## src/rtl/dsq_pkg.sv

```systemverilog
package dsq_pkg;

  localparam int CNT_W = 6;

  typedef enum logic [2:0] {
    STEP_NONE   = 3'd0,
    STEP_DENOM  = 3'd1,
    STEP_NUMER  = 3'd2,
    STEP_SQUARE = 3'd3,
    STEP_FINAL  = 3'd4,
    STEP_BACK   = 3'd5
  } stepE;

  // operand A sources
  localparam logic [2:0] A_EST  = 3'd0;
  localparam logic [2:0] A_DEN  = 3'd1;
  localparam logic [2:0] A_NUM  = 3'd2;
  localparam logic [2:0] A_SQR  = 3'd3;
  localparam logic [2:0] A_QUO  = 3'd4;
  localparam logic [2:0] A_CORR = 3'd5;

  // operand B sources
  localparam logic [2:0] B_OPA  = 3'd0;
  localparam logic [2:0] B_OPB  = 3'd1;
  localparam logic [2:0] B_CORR = 3'd2;
  localparam logic [2:0] B_QUO  = 3'd3;
  localparam logic [2:0] B_EST  = 3'd4;

  // control -> issue strobes and captured configuration
  typedef struct packed {
    logic             busy;
    logic [CNT_W-1:0] tick;
    logic [CNT_W-1:0] doneTick;
    logic             sqrtOp;
    logic [1:0]       iters;
    logic             fast;
  } seqCtrlT;

endpackage

```

## src/rtl/dsq_ctrl.sv

```systemverilog
module dsq_ctrl
  import dsq_pkg::*;
#(
  parameter int MUL_LAT = 4,
  parameter int EST_CYC = 3
) (
  input  logic       clk,
  input  logic       rstN,
  input  logic       startValid,
  input  logic       opSqrt,
  input  logic [1:0] precSel,
  input  logic       fastPath,
  output seqCtrlT    seqCtrl
);

  localparam int FAST_LAT = EST_CYC + 2 * MUL_LAT;

  seqCtrlT   cur;
  logic [1:0] startIters;
  logic [CNT_W-1:0] startDone;
  logic lastTick;

  always_comb begin
    case (precSel)
      2'd0:    startIters = 2'd1;
      2'd1:    startIters = 2'd2;
      default: startIters = 2'd3;
    endcase
    if (fastPath)
      startDone = CNT_W'(FAST_LAT);
    else
      startDone = CNT_W'(EST_CYC + MUL_LAT * (int'(startIters) + 3) + 1);
  end

  assign lastTick = cur.busy && (cur.tick == cur.doneTick);

  always_ff @(posedge clk) begin
    if (!rstN) begin
      cur <= '0;
    end else if (!cur.busy) begin
      if (startValid) begin
        cur.busy     <= 1'b1;
        cur.tick     <= CNT_W'(1);
        cur.doneTick <= startDone;
        cur.sqrtOp   <= opSqrt;
        cur.iters    <= startIters;
        cur.fast     <= fastPath;
      end
    end else if (lastTick) begin
      cur.busy <= 1'b0;
      cur.tick <= '0;
    end else begin
      cur.tick <= cur.tick + CNT_W'(1);
    end
  end

  assign seqCtrl = cur;

  AST_BUSY_HOLD: assert property (@(posedge clk) disable iff (!rstN)
    cur.busy && !lastTick |=> cur.busy);
  AST_START_ONLY_IDLE: assert property (@(posedge clk) disable iff (!rstN)
    $rose(cur.busy) |-> $past(startValid));
  AST_CFG_HELD: assert property (@(posedge clk) disable iff (!rstN)
    cur.busy && $past(cur.busy) |-> $stable(cur.sqrtOp) && $stable(cur.iters) && $stable(cur.fast));

endmodule

```

## src/rtl/dsq_issue.sv

```systemverilog
module dsq_issue
  import dsq_pkg::*;
#(
  parameter int MUL_LAT   = 4,
  parameter int EST_CYC   = 3,
  parameter int SLOT_LEAD = 3,
  parameter int NOTE_LEAD = 7,
  parameter int WB_W      = 4
) (
  input  logic            clk,
  input  logic            rstN,
  input  seqCtrlT         seqCtrl,
  output logic            issueValid,
  output logic [2:0]      issueKind,
  output logic [2:0]      srcASel,
  output logic [2:0]      srcBSel,
  output logic [WB_W-1:0] wbEn,
  output logic            freeSlotAhead,
  output logic            doneAhead,
  output logic            resultValid
);

  function automatic stepE stepAt(input int t, input logic sq,
                                  input logic [1:0] it, input logic fst);
    int   rel;
    int   grp;
    int   off;
    stepE s;
    s = STEP_NONE;
    if (fst) begin
      if (t == EST_CYC) s = STEP_FINAL;
      else if (t == EST_CYC + MUL_LAT) s = STEP_BACK;
    end else if (t >= EST_CYC) begin
      rel = t - EST_CYC;
      grp = rel / MUL_LAT;
      off = rel % MUL_LAT;
      if (grp <= int'(it)) begin
        if (!sq) begin
          if (off == 0) s = STEP_DENOM;
          else if (off == 1) s = STEP_NUMER;
        end else if (grp == 0) begin
          if (off == 0) s = STEP_SQUARE;
          else if (off == 1) s = STEP_DENOM;
        end else begin
          if (off == 0) s = STEP_NUMER;
          else if (off == 1) s = STEP_SQUARE;
          else if (off == 2) s = STEP_DENOM;
        end
      end else if (grp == int'(it) + 1 && off == 1) begin
        s = STEP_FINAL;
      end else if (grp == int'(it) + 2 && off == 1) begin
        s = STEP_BACK;
      end
    end
    return s;
  endfunction

  int   tNow;
  int   tDone;
  stepE curStep;
  stepE aheadStep;
  stepE wbStep;
  logic firstGrp;

  always_comb begin
    tNow     = int'(seqCtrl.tick);
    tDone    = int'(seqCtrl.doneTick);
    firstGrp = tNow < EST_CYC + MUL_LAT;
    curStep  = seqCtrl.busy ? stepAt(tNow, seqCtrl.sqrtOp, seqCtrl.iters, seqCtrl.fast)
                            : STEP_NONE;
    aheadStep = stepAt(tNow + SLOT_LEAD, seqCtrl.sqrtOp, seqCtrl.iters, seqCtrl.fast);
    wbStep    = (seqCtrl.busy && tNow >= MUL_LAT)
              ? stepAt(tNow - MUL_LAT, seqCtrl.sqrtOp, seqCtrl.iters, seqCtrl.fast)
              : STEP_NONE;
  end

  // operand routing per step
  always_comb begin
    srcASel = A_EST;
    srcBSel = B_OPA;
    case (curStep)
      STEP_DENOM: begin
        if (firstGrp) begin
          srcASel = A_EST;
          srcBSel = seqCtrl.sqrtOp ? B_OPA : B_OPB;
        end else begin
          srcASel = A_DEN;
          srcBSel = B_CORR;
        end
      end
      STEP_NUMER: begin
        if (seqCtrl.sqrtOp) begin
          srcASel = A_SQR;
          srcBSel = B_OPA;
        end else if (firstGrp) begin
          srcASel = A_EST;
          srcBSel = B_OPA;
        end else begin
          srcASel = A_NUM;
          srcBSel = B_CORR;
        end
      end
      STEP_SQUARE: begin
        srcASel = firstGrp ? A_EST : A_CORR;
        srcBSel = firstGrp ? B_EST : B_CORR;
      end
      STEP_FINAL: begin
        if (seqCtrl.fast) begin
          srcASel = A_EST;
          srcBSel = B_OPA;
        end else begin
          srcASel = seqCtrl.sqrtOp ? A_DEN : A_NUM;
          srcBSel = B_CORR;
        end
      end
      STEP_BACK: begin
        srcASel = A_QUO;
        srcBSel = seqCtrl.sqrtOp ? B_QUO : B_OPB;
      end
      default: ;
    endcase
  end

  assign issueValid    = curStep != STEP_NONE;
  assign issueKind     = curStep;
  assign freeSlotAhead = seqCtrl.busy && (tNow + SLOT_LEAD < tDone) && (aheadStep == STEP_NONE);
  assign doneAhead     = seqCtrl.busy && (tNow + NOTE_LEAD == tDone);
  assign resultValid   = seqCtrl.busy && (tNow == tDone);

  for (genvar k = 0; k < WB_W; k++) begin : g_wb
    assign wbEn[k] = wbStep == stepE'(k + 1);

    AST_WB_AFTER_ISSUE: assert property (@(posedge clk) disable iff (!rstN)
      wbEn[k] |-> $past(issueKind, MUL_LAT) == 3'(k + 1));
  end

  AST_WB_ONEHOT: assert property (@(posedge clk) disable iff (!rstN)
    $onehot0(wbEn));
  AST_FREE_NOT_OWN: assert property (@(posedge clk) disable iff (!rstN)
    issueValid |-> !$past(freeSlotAhead, SLOT_LEAD));
  AST_DONE_LEAD: assert property (@(posedge clk) disable iff (!rstN)
    resultValid |-> $past(doneAhead, NOTE_LEAD));
  AST_RESULT_BUSY: assert property (@(posedge clk) disable iff (!rstN)
    resultValid |-> seqCtrl.busy);
  AST_RESULT_THEN_IDLE: assert property (@(posedge clk) disable iff (!rstN)
    resultValid |=> !seqCtrl.busy);
  AST_NO_ISSUE_IDLE: assert property (@(posedge clk) disable iff (!rstN)
    issueValid |-> seqCtrl.busy);

endmodule

```

## src/rtl/dsq_seq.sv

```systemverilog
module dsq_seq
  import dsq_pkg::*;
#(
  parameter int MUL_LAT   = 4,
  parameter int EST_CYC   = 3,
  parameter int SLOT_LEAD = 3,
  parameter int NOTE_LEAD = 7
) (
  input  logic       clk,
  input  logic       rstN,
  input  logic       startValid,
  input  logic       opSqrt,
  input  logic [1:0] precSel,
  input  logic       fastPath,
  output logic       busy,
  output logic       issueValid,
  output logic [2:0] issueKind,
  output logic [2:0] srcASel,
  output logic [2:0] srcBSel,
  output logic [3:0] wbEn,
  output logic       freeSlotAhead,
  output logic       doneAhead,
  output logic       resultValid
);

  seqCtrlT seqCtrl;

  dsq_ctrl #(
    .MUL_LAT (MUL_LAT),
    .EST_CYC (EST_CYC)
  ) ctrl_i (
    .clk        (clk),
    .rstN       (rstN),
    .startValid (startValid),
    .opSqrt     (opSqrt),
    .precSel    (precSel),
    .fastPath   (fastPath),
    .seqCtrl    (seqCtrl)
  );

  dsq_issue #(
    .MUL_LAT   (MUL_LAT),
    .EST_CYC   (EST_CYC),
    .SLOT_LEAD (SLOT_LEAD),
    .NOTE_LEAD (NOTE_LEAD),
    .WB_W      (4)
  ) issue_i (
    .clk           (clk),
    .rstN          (rstN),
    .seqCtrl       (seqCtrl),
    .issueValid    (issueValid),
    .issueKind     (issueKind),
    .srcASel       (srcASel),
    .srcBSel       (srcBSel),
    .wbEn          (wbEn),
    .freeSlotAhead (freeSlotAhead),
    .doneAhead     (doneAhead),
    .resultValid   (resultValid)
  );

  assign busy = seqCtrl.busy;

endmodule

```

## config.mk

```make
export PLATFORM = sky130hd
export DESIGN_NAME = dsq_seq
export DESIGN_NICKNAME = d
export VERILOG_FILES = /design/src/rtl/dsq_pkg.sv /design/src/rtl/dsq_ctrl.sv /design/src/rtl/dsq_issue.sv /design/src/rtl/dsq_seq.sv
export SDC_FILE = /design/constraint.sdc
export NUM_CORES = 1
export LEC_CHECK = 0
export CORE_ASPECT_RATIO = 1.75
export CORE_MARGIN = 2
export CORE_UTILIZATION = 40
export DETAILED_ROUTE_END_ITERATION = 16
export PLACE_DENSITY = 0.56
export SLEW_MARGIN = 20
export SYNTH_ARGS = -nofsm -noshare
export SYNTH_HDL_FRONTEND = slang
export SYNTH_SLANG_ARGS = --single-unit
```

## constraint.sdc

```tcl
create_clock -name clk -period 5.08 [get_ports clk]
set_input_delay 0.762 -clock clk [delete_from_list [all_inputs] [get_ports clk]]
set_output_delay 0.762 -clock clk [all_outputs]
set_load 0.05 [all_outputs]
```

# --- Yosys cells after proc, flatten, opt, wreduce, memory -nomap -nowiden ---
# Cells that the tools add are included.
# W data, S select, Z words.
word_totals:
  ff_bits: 17
  output_inout_bits: 18
  elab_cells: 161
classes:
  n_eq_ne: 31
  bitwise: 4
  add_sub_neg: 15
  n_mux: 70
  reduce_logical: 26
  order_cmp: 9
op_table:
  columns: ["cell", "n"]
  rows:
  - ["$eq A32 B32 Y1", 6]
  - ["$logic_not A32 Y1", 6]
  - ["$mux W3", 47]
  - ["$add A32 B1 Y32", 3]
  - ["$le A32 B3 Y1", 3]
  - ["$eq A32 B3 Y1 const B", 2]
  - ["$eq A32 B4 Y1 const B", 2]
  - ["$ge A32 B3 Y1 const B", 2]
  - ["$sub A32 B3 Y32 const B", 2]
  - ["$eq A32 B7 Y1", 1]
  - ["$lt A32 B7 Y1", 1]
  - ["$pmux W3 S5", 2]
  - ["$eq A3 B2 Y1 const B", 7]
  - ["$eq A3 B3 Y1 const B", 6]
  - ["$mux W17", 1]
  - ["$mux W2", 7]
  - ["$eq A6 B6 Y1", 2]
  - ["$logic_and A1 B1 Y1", 12]
  - ["$mux W6", 2]
  - ["$mux W1", 9]
  - ["$add A6 B2 Y7 const B", 1]
  - ["$add A6 B3 Y7 const B", 1]
  - ["$mux W7", 1]
  - ["$sub A6 B2 Y7 const B", 1]
  - ["22 further kinds", 28]

# --- Depth between registers and ports, before layout ---
logic_depth:
  depth_word: 15
  depth_mapped: 22
  mapped_depth_nobuf: 19

# --- By module ---
# From an unflattened synthesis, not the netlist that was laid out.
hier_totals:
  hier_cells: 458
  hier_area_um2: 3444.6
by_module_without_submodules:
  columns: ["module", "area_each_um2", "cells_each", "n_inst", "seq_area_each_um2"]
  rows:
  - ["dsq_issue", 2743.9, 379, 1, 0.0]
  - ["dsq_ctrl", 700.7, 79, 1, 300.3]

# --- Worst setup path before layout ---
# OpenSTA, ideal clock, no wires.
synth_path:
  path_type: "flip-flop to output port"
  from: "register ctrl_i.cur (netlist bit ctrl_i.seqCtrl[12])"
  to: "output port srcBSel[2]"
  arrival_ps: 6411
  required_ps: 4318
  path_buffers: 1
  path_slack_ps: -2093
  stages_incl_launch_ff: 17
  path_cell_list: "dfxtp_1 -> buf_1 -> inv_1 -> ha_1 -> nand2_1 -> a21oi_1 -> and3_1 -> nand2_1 -> ha_1 -> nor4bb_1 -> nand4_1 -> nor2b_1 -> o21a_1 -> a21oi_1 -> nor4_1 -> inv_1 -> nor3_1"
synth_via:
  word_cells_on_any_way: 40
  classes_between: "add/sub (2); order compare (3); eq/ne (11); mux (19); bitwise (1); reduce/logical (4)"
synth_lines:
  columns: ["element", "line_no", "text"]
  rows:
  - ["start: declaration", "dsq_ctrl.sv:18", "seqCtrlT cur;"]
  - ["parallel branches: the longest is 9 deep, another holds $add A32 B1 Y32", null, null]
  - ["$mux W3 (*)", "dsq_issue.sv:30", "if (fst) begin"]
  - ["$mux W3 (*)", "dsq_issue.sv:69", "curStep = seqCtrl.busy ? stepAt(tNow, seqCtrl.sqrtOp, seqCtrl.iters, seqCtrl.fast)"]
  - ["net issueKind[1]", "dsq_seq.sv:17", "output logic [2:0] issueKind,"]
  - ["$eq A3 B3 Y1, or another cell as far along", "dsq_issue.sv:81", "case (curStep)"]
  - ["$pmux W3 S5 (*)", "dsq_issue.sv:81", null]
  - ["end: declaration", "dsq_seq.sv:19", "output logic [2:0] srcBSel,"]
# Mark *: on every way through the listed nets, which the timed path passes.

# --- Worst setup path in the final report ---
layout_path:
  from: "register ctrl_i.cur (netlist bit ctrl_i.seqCtrl[13])"
  to: "output port wbEn[0]"
layout_via:
  elab_chain_cells: 14
  word_cells_on_any_way: 36
  classes_between: "add/sub (3); order compare (3); eq/ne (7); mux (17); bitwise (1); reduce/logical (5)"
layout_rtl:
  columns: ["element", "line_no", "text"]
  rows:
  - ["parallel branches: the longest is 12 deep, another holds $sub A32 B3 Y32", null, null]
  - ["$mux W3 (*)", "dsq_issue.sv:73", "? stepAt(tNow - MUL_LAT, seqCtrl.sqrtOp, seqCtrl.iters, seqCtrl.fast)"]
  - ["$eq A3 B1 Y1 (*)", "dsq_issue.sv:131", "assign wbEn[k] = wbStep == stepE'(k + 1);"]
  - ["end: declaration", "dsq_seq.sv:20", "output logic [3:0] wbEn,"]
# Mark *: on every way between the ends.

==> flow_summary_export.csv <==
group,metric,value,unit
cells_and_area,final_cell_area,4776,um2
synth,yosysMostFrequentCell,"ha_1",
grt,grt_usage,24.90,%
die,io_pins,25,
detailed_routing,drt.antenna.violating_nets,0,
timing,finalSetupViolations,8,
timing,timing.final.ws_setup,-0.2247,ns
timing,finClkSkew,0.001984,ns
synth,synth_area,3386,um2
placement,place_hpwl,9159,um
pwr,p_per_area,133.3,nW/um2
detailed_routing,wirelength,11470,um
timing,finalHoldViolations,0,
die,dieArea,9245,um2
timing,fin_crit,5.305,ns
detailed_routing,viasPerCell,6.035,
cells_and_area,largest_reg_flops,15,
worst_setup_path,critPathMaxFanout,5,
cts,clkTransAtPathRegs,0.05,ns
cts,cts-buffers-inserted,3,
die,rows,44,
cells_and_area,fillers,770,
worst_setup_path,slowest_stage,"or4_4",
worst_setup_path,cp_slowest_stage_delay,0.57,ns
cts,cts_hold_buf,0,
die,fp.coreArea,8258,um2
outcome,status,"finished, violations left",
die,dieWidth,73.55,um
timing,achievable-frequency,188.5,MHz
grt,antenna_found_initial,0,
grt,grt-ovfl-total,0,
synth,async_reset_ff_share,0,%
cts,cts_buffer_depth,2,
detailed_routing,route.vias.total,3778,
worst_setup_path,cp_cell_sequence,"inv_4 -> ha_4 -> xnor2_4 -> nand4b_1 -> or2_4 -> ha_4 -> or3b_4 -> nor3_4 -> o2111ai_4 -> a221oi_2 -> nand3_1 -> or4_4 -> or3_4 -> a21o_4 -> a211oi_4 -> buf_12",
timing,relSlewSlack,52.54,%
die,initial_utilization,41.00,%
detailed_routing,drt_iter0_drc,115,
timing,tightest_slew,0.7068,ns
die,dieHeight,125.7,um
placement,gp_congestion,0.9662,
placement,port_buffers,24,
synth,avgSynthCellArea,7.344,um2
cells_and_area,drive_gt1_share,29.40,%
grt,grt_max_degree,17,
synth,syn-instance-count,461,
synth,yosysSeqAreaShare,8.869,%
detailed_routing,drtPass1Iterations,4,
synth,synth_edf_count,0,
timing,grt_setup_unrepaired,"true",
worst_setup_path,arrival,4.54,ns
outcome,violations,"setup timing",
cts,clock-sinks,15,
worst_setup_path,cp-end-kind,"output port",
timing,drv_slew,0,
synth,synth_cell_type_count,64,
cells_and_area,multi_input_comb_area,3281,um2
pwr,p_leak,2.023,nW
cts,root_buffer,"clkbuf_16",
cells_and_area,area.growth.synth_to_final,41.06,%
cells_and_area,nets,591,
synth,yosys.area.top_type,"ha_1",
pwr,total_power,636.7,uW
job,cap_violations,0,
pwr,vdd_drop_max,0.1843,mV
detailed_routing,drcViolationCount,0,
worst_setup_path,cpMostUsedCell,"ha_4",
detailed_routing,avgRoutedWirePerCell,18.33,um
placement,dpl_cell_area,4277,um2
worst_setup_path,critPathRequiredTime,4.32,ns
cells_and_area,antenna_cells,0,
grt,grt_pass1_wl,18430,um
cts,clock_latency,0.24,ns
cts,cts_tree,"built",
synth,synth_top_cells_by_area,"ha_1 (18%), dfxtp_1 (8.9%), xor2_1 (5.2%)",
synth,synth_fp_nets,517,
synth,yosysTopAreaCellShare,18.11,%
grt,grt_pass1_vias,3686,
cells_and_area,register_area,311.5,um2
worst_setup_path,rrSetupSlack,3.09,ns
synth,ys.flop_type,"dfxtp_1",
worst_setup_path,worstSetupStartpointType,"flop",
worst_setup_path,crit_type,"flop to output port",
synth,synth_seq_cells,15,
hold_path,hp-class,"flop to flop",
synth,yosysWarnings,0,
synth,synth_common_cells,"ha_1 (49), inv_1 (32), a21oi_1 (29), nand2_1 (27), nor2_1 (23)",
cts,htree_levels,1,
timing,timing.final.crit_share,104.4,%
## report_power, final
part / switching [mW] / internal [mW]
logic: 0.194 / 0.152
registers: 0.0173 / 0.124
clock network: 0.0440 / 0.106
total: 0.255 / 0.382
## cells in the final DEF, fill, tap and decap left out, types with 7 or more instances in the layout
| master | instances |
|---|---|
| and3_1 | 11 |
| nor2_1 | 22 |
| o21ai_0 | 17 |
| xor2_1 | 20 |
| buf_12 | 11 |
| o21a_1 | 7 |
| nand3_1 | 20 |
| inv_1 | 29 |
| ha_1 | 37 |
| buf_4 | 70 |
| a21oi_1 | 23 |
| nor3_1 | 16 |
| dfxtp_1 | 10 |
| nand4_1 | 7 |
| nand2_1 | 26 |
| clkdlybuf4s50_1 | 9 |
| and2_1 | 7 |
| xnor2_1 | 18 |
| nor2b_1 | 9 |
| ha_4 | 8 |
| a21boi_0 | 9 |
## critical path: cells and delay by family, from the launching register on
family	cells	cell delay (ns)
adder cells (fa/ha/maj)	2	0.43
buffers and inverters	2	0.23
flip-flops	1	0.38
AO/OA/AOI/OAI	4	1.01
AND/OR/NAND/NOR	7	2.11
XOR/XNOR	1	0.15
## what timing repair did
item | in CTS | in global routing
gates resized for setup | 16 | 30
pin swaps | 18 | 8
setup buffers | 21 | 5
setup endpoints to repair | 13 | 14
## area by class of cell
class / count / area share [%]
clock buffer: 4 / 1.651
sequential: 15 / 6.523
tap: 92 / 2.410
inverter: 33 / 2.751
multi-input combinational: 390 / 68.69
timing repair buffer: 92 / 17.97
## metrics by stage
| step | hold slack, ns | utilization (%) | std cells | setup TNS (ns) | setup WS (ns) |
|---|---|---|---|---|---|
| 2_1_floorplan | 0.4857 | - | 461 | -0.06774 | -0.06774 |
| 3_3_place_gp | 0.5331 | 51.79 | 596 | -0.007356 | -0.007356 |
| 3_5_place_dp | 0.5459 | 51.79 | 596 | -0.1003 | -0.05589 |
| 4_1_cts | 0.5551 | 55.56 | 621 | -0.3971 | -0.09014 |
| 5_1_grt | 0.5705 | 57.83 | 626 | -2.820 | -0.4019 |
| 6_report | 0.5424 | 57.83 | 626 | -0.7835 | -0.2247 |
## logic make-up (layout without fill, tap and decap cells)
| kind of cell | count (synthesis) | count (layout) | synth area share, % |
|---|---|---|---|
| compound gates | 118 | 118 | 23.91 |
| xor+xnor | 41 | 41 | 11.57 |
| fa+ha+maj | 49 | 49 | 18.11 |
| buf+inv | 56 | 129 | 6.689 |
| flops | 15 | 15 | 8.869 |
| mux | 1 | 1 | 0.2957 |
| simple gates | 181 | 181 | 30.56 |
## routing by layer
layer | GRT usage, % | wire length [um] | vias to the layer above
li1 | - | - | 1866
met1 | 24.84 | 4019 | 1795
met2 | 49.84 | 6654 | 81
met3 | 0.7200 | 210 | 36
met4 | 11.12 | 589 | 0
met5 | 0 | 0 | -
## final timing paths
| path | from | to | depth (start not counted) |
|---|---|---|---|
| setup / recovery | ctrl_i.seqCtrl[13]$_SDFFE_PN0P_ | wbEn[0] | 16 |
| hold / removal | ctrl_i.seqCtrl[9]$_SDFFE_PN0P_ | ctrl_i.seqCtrl[9]$_SDFFE_PN0P_ | 1 |
| setup reg to reg | ctrl_i.seqCtrl[15]$_SDFFE_PN0P_ | ctrl_i.seqCtrl[14]$_SDFFE_PN0P_ | 7 |
| hold reg to reg | ctrl_i.seqCtrl[9]$_SDFFE_PN0P_ | ctrl_i.seqCtrl[9]$_SDFFE_PN0P_ | 1 |
No activity file was read; power rests on OpenSTA's default activity.
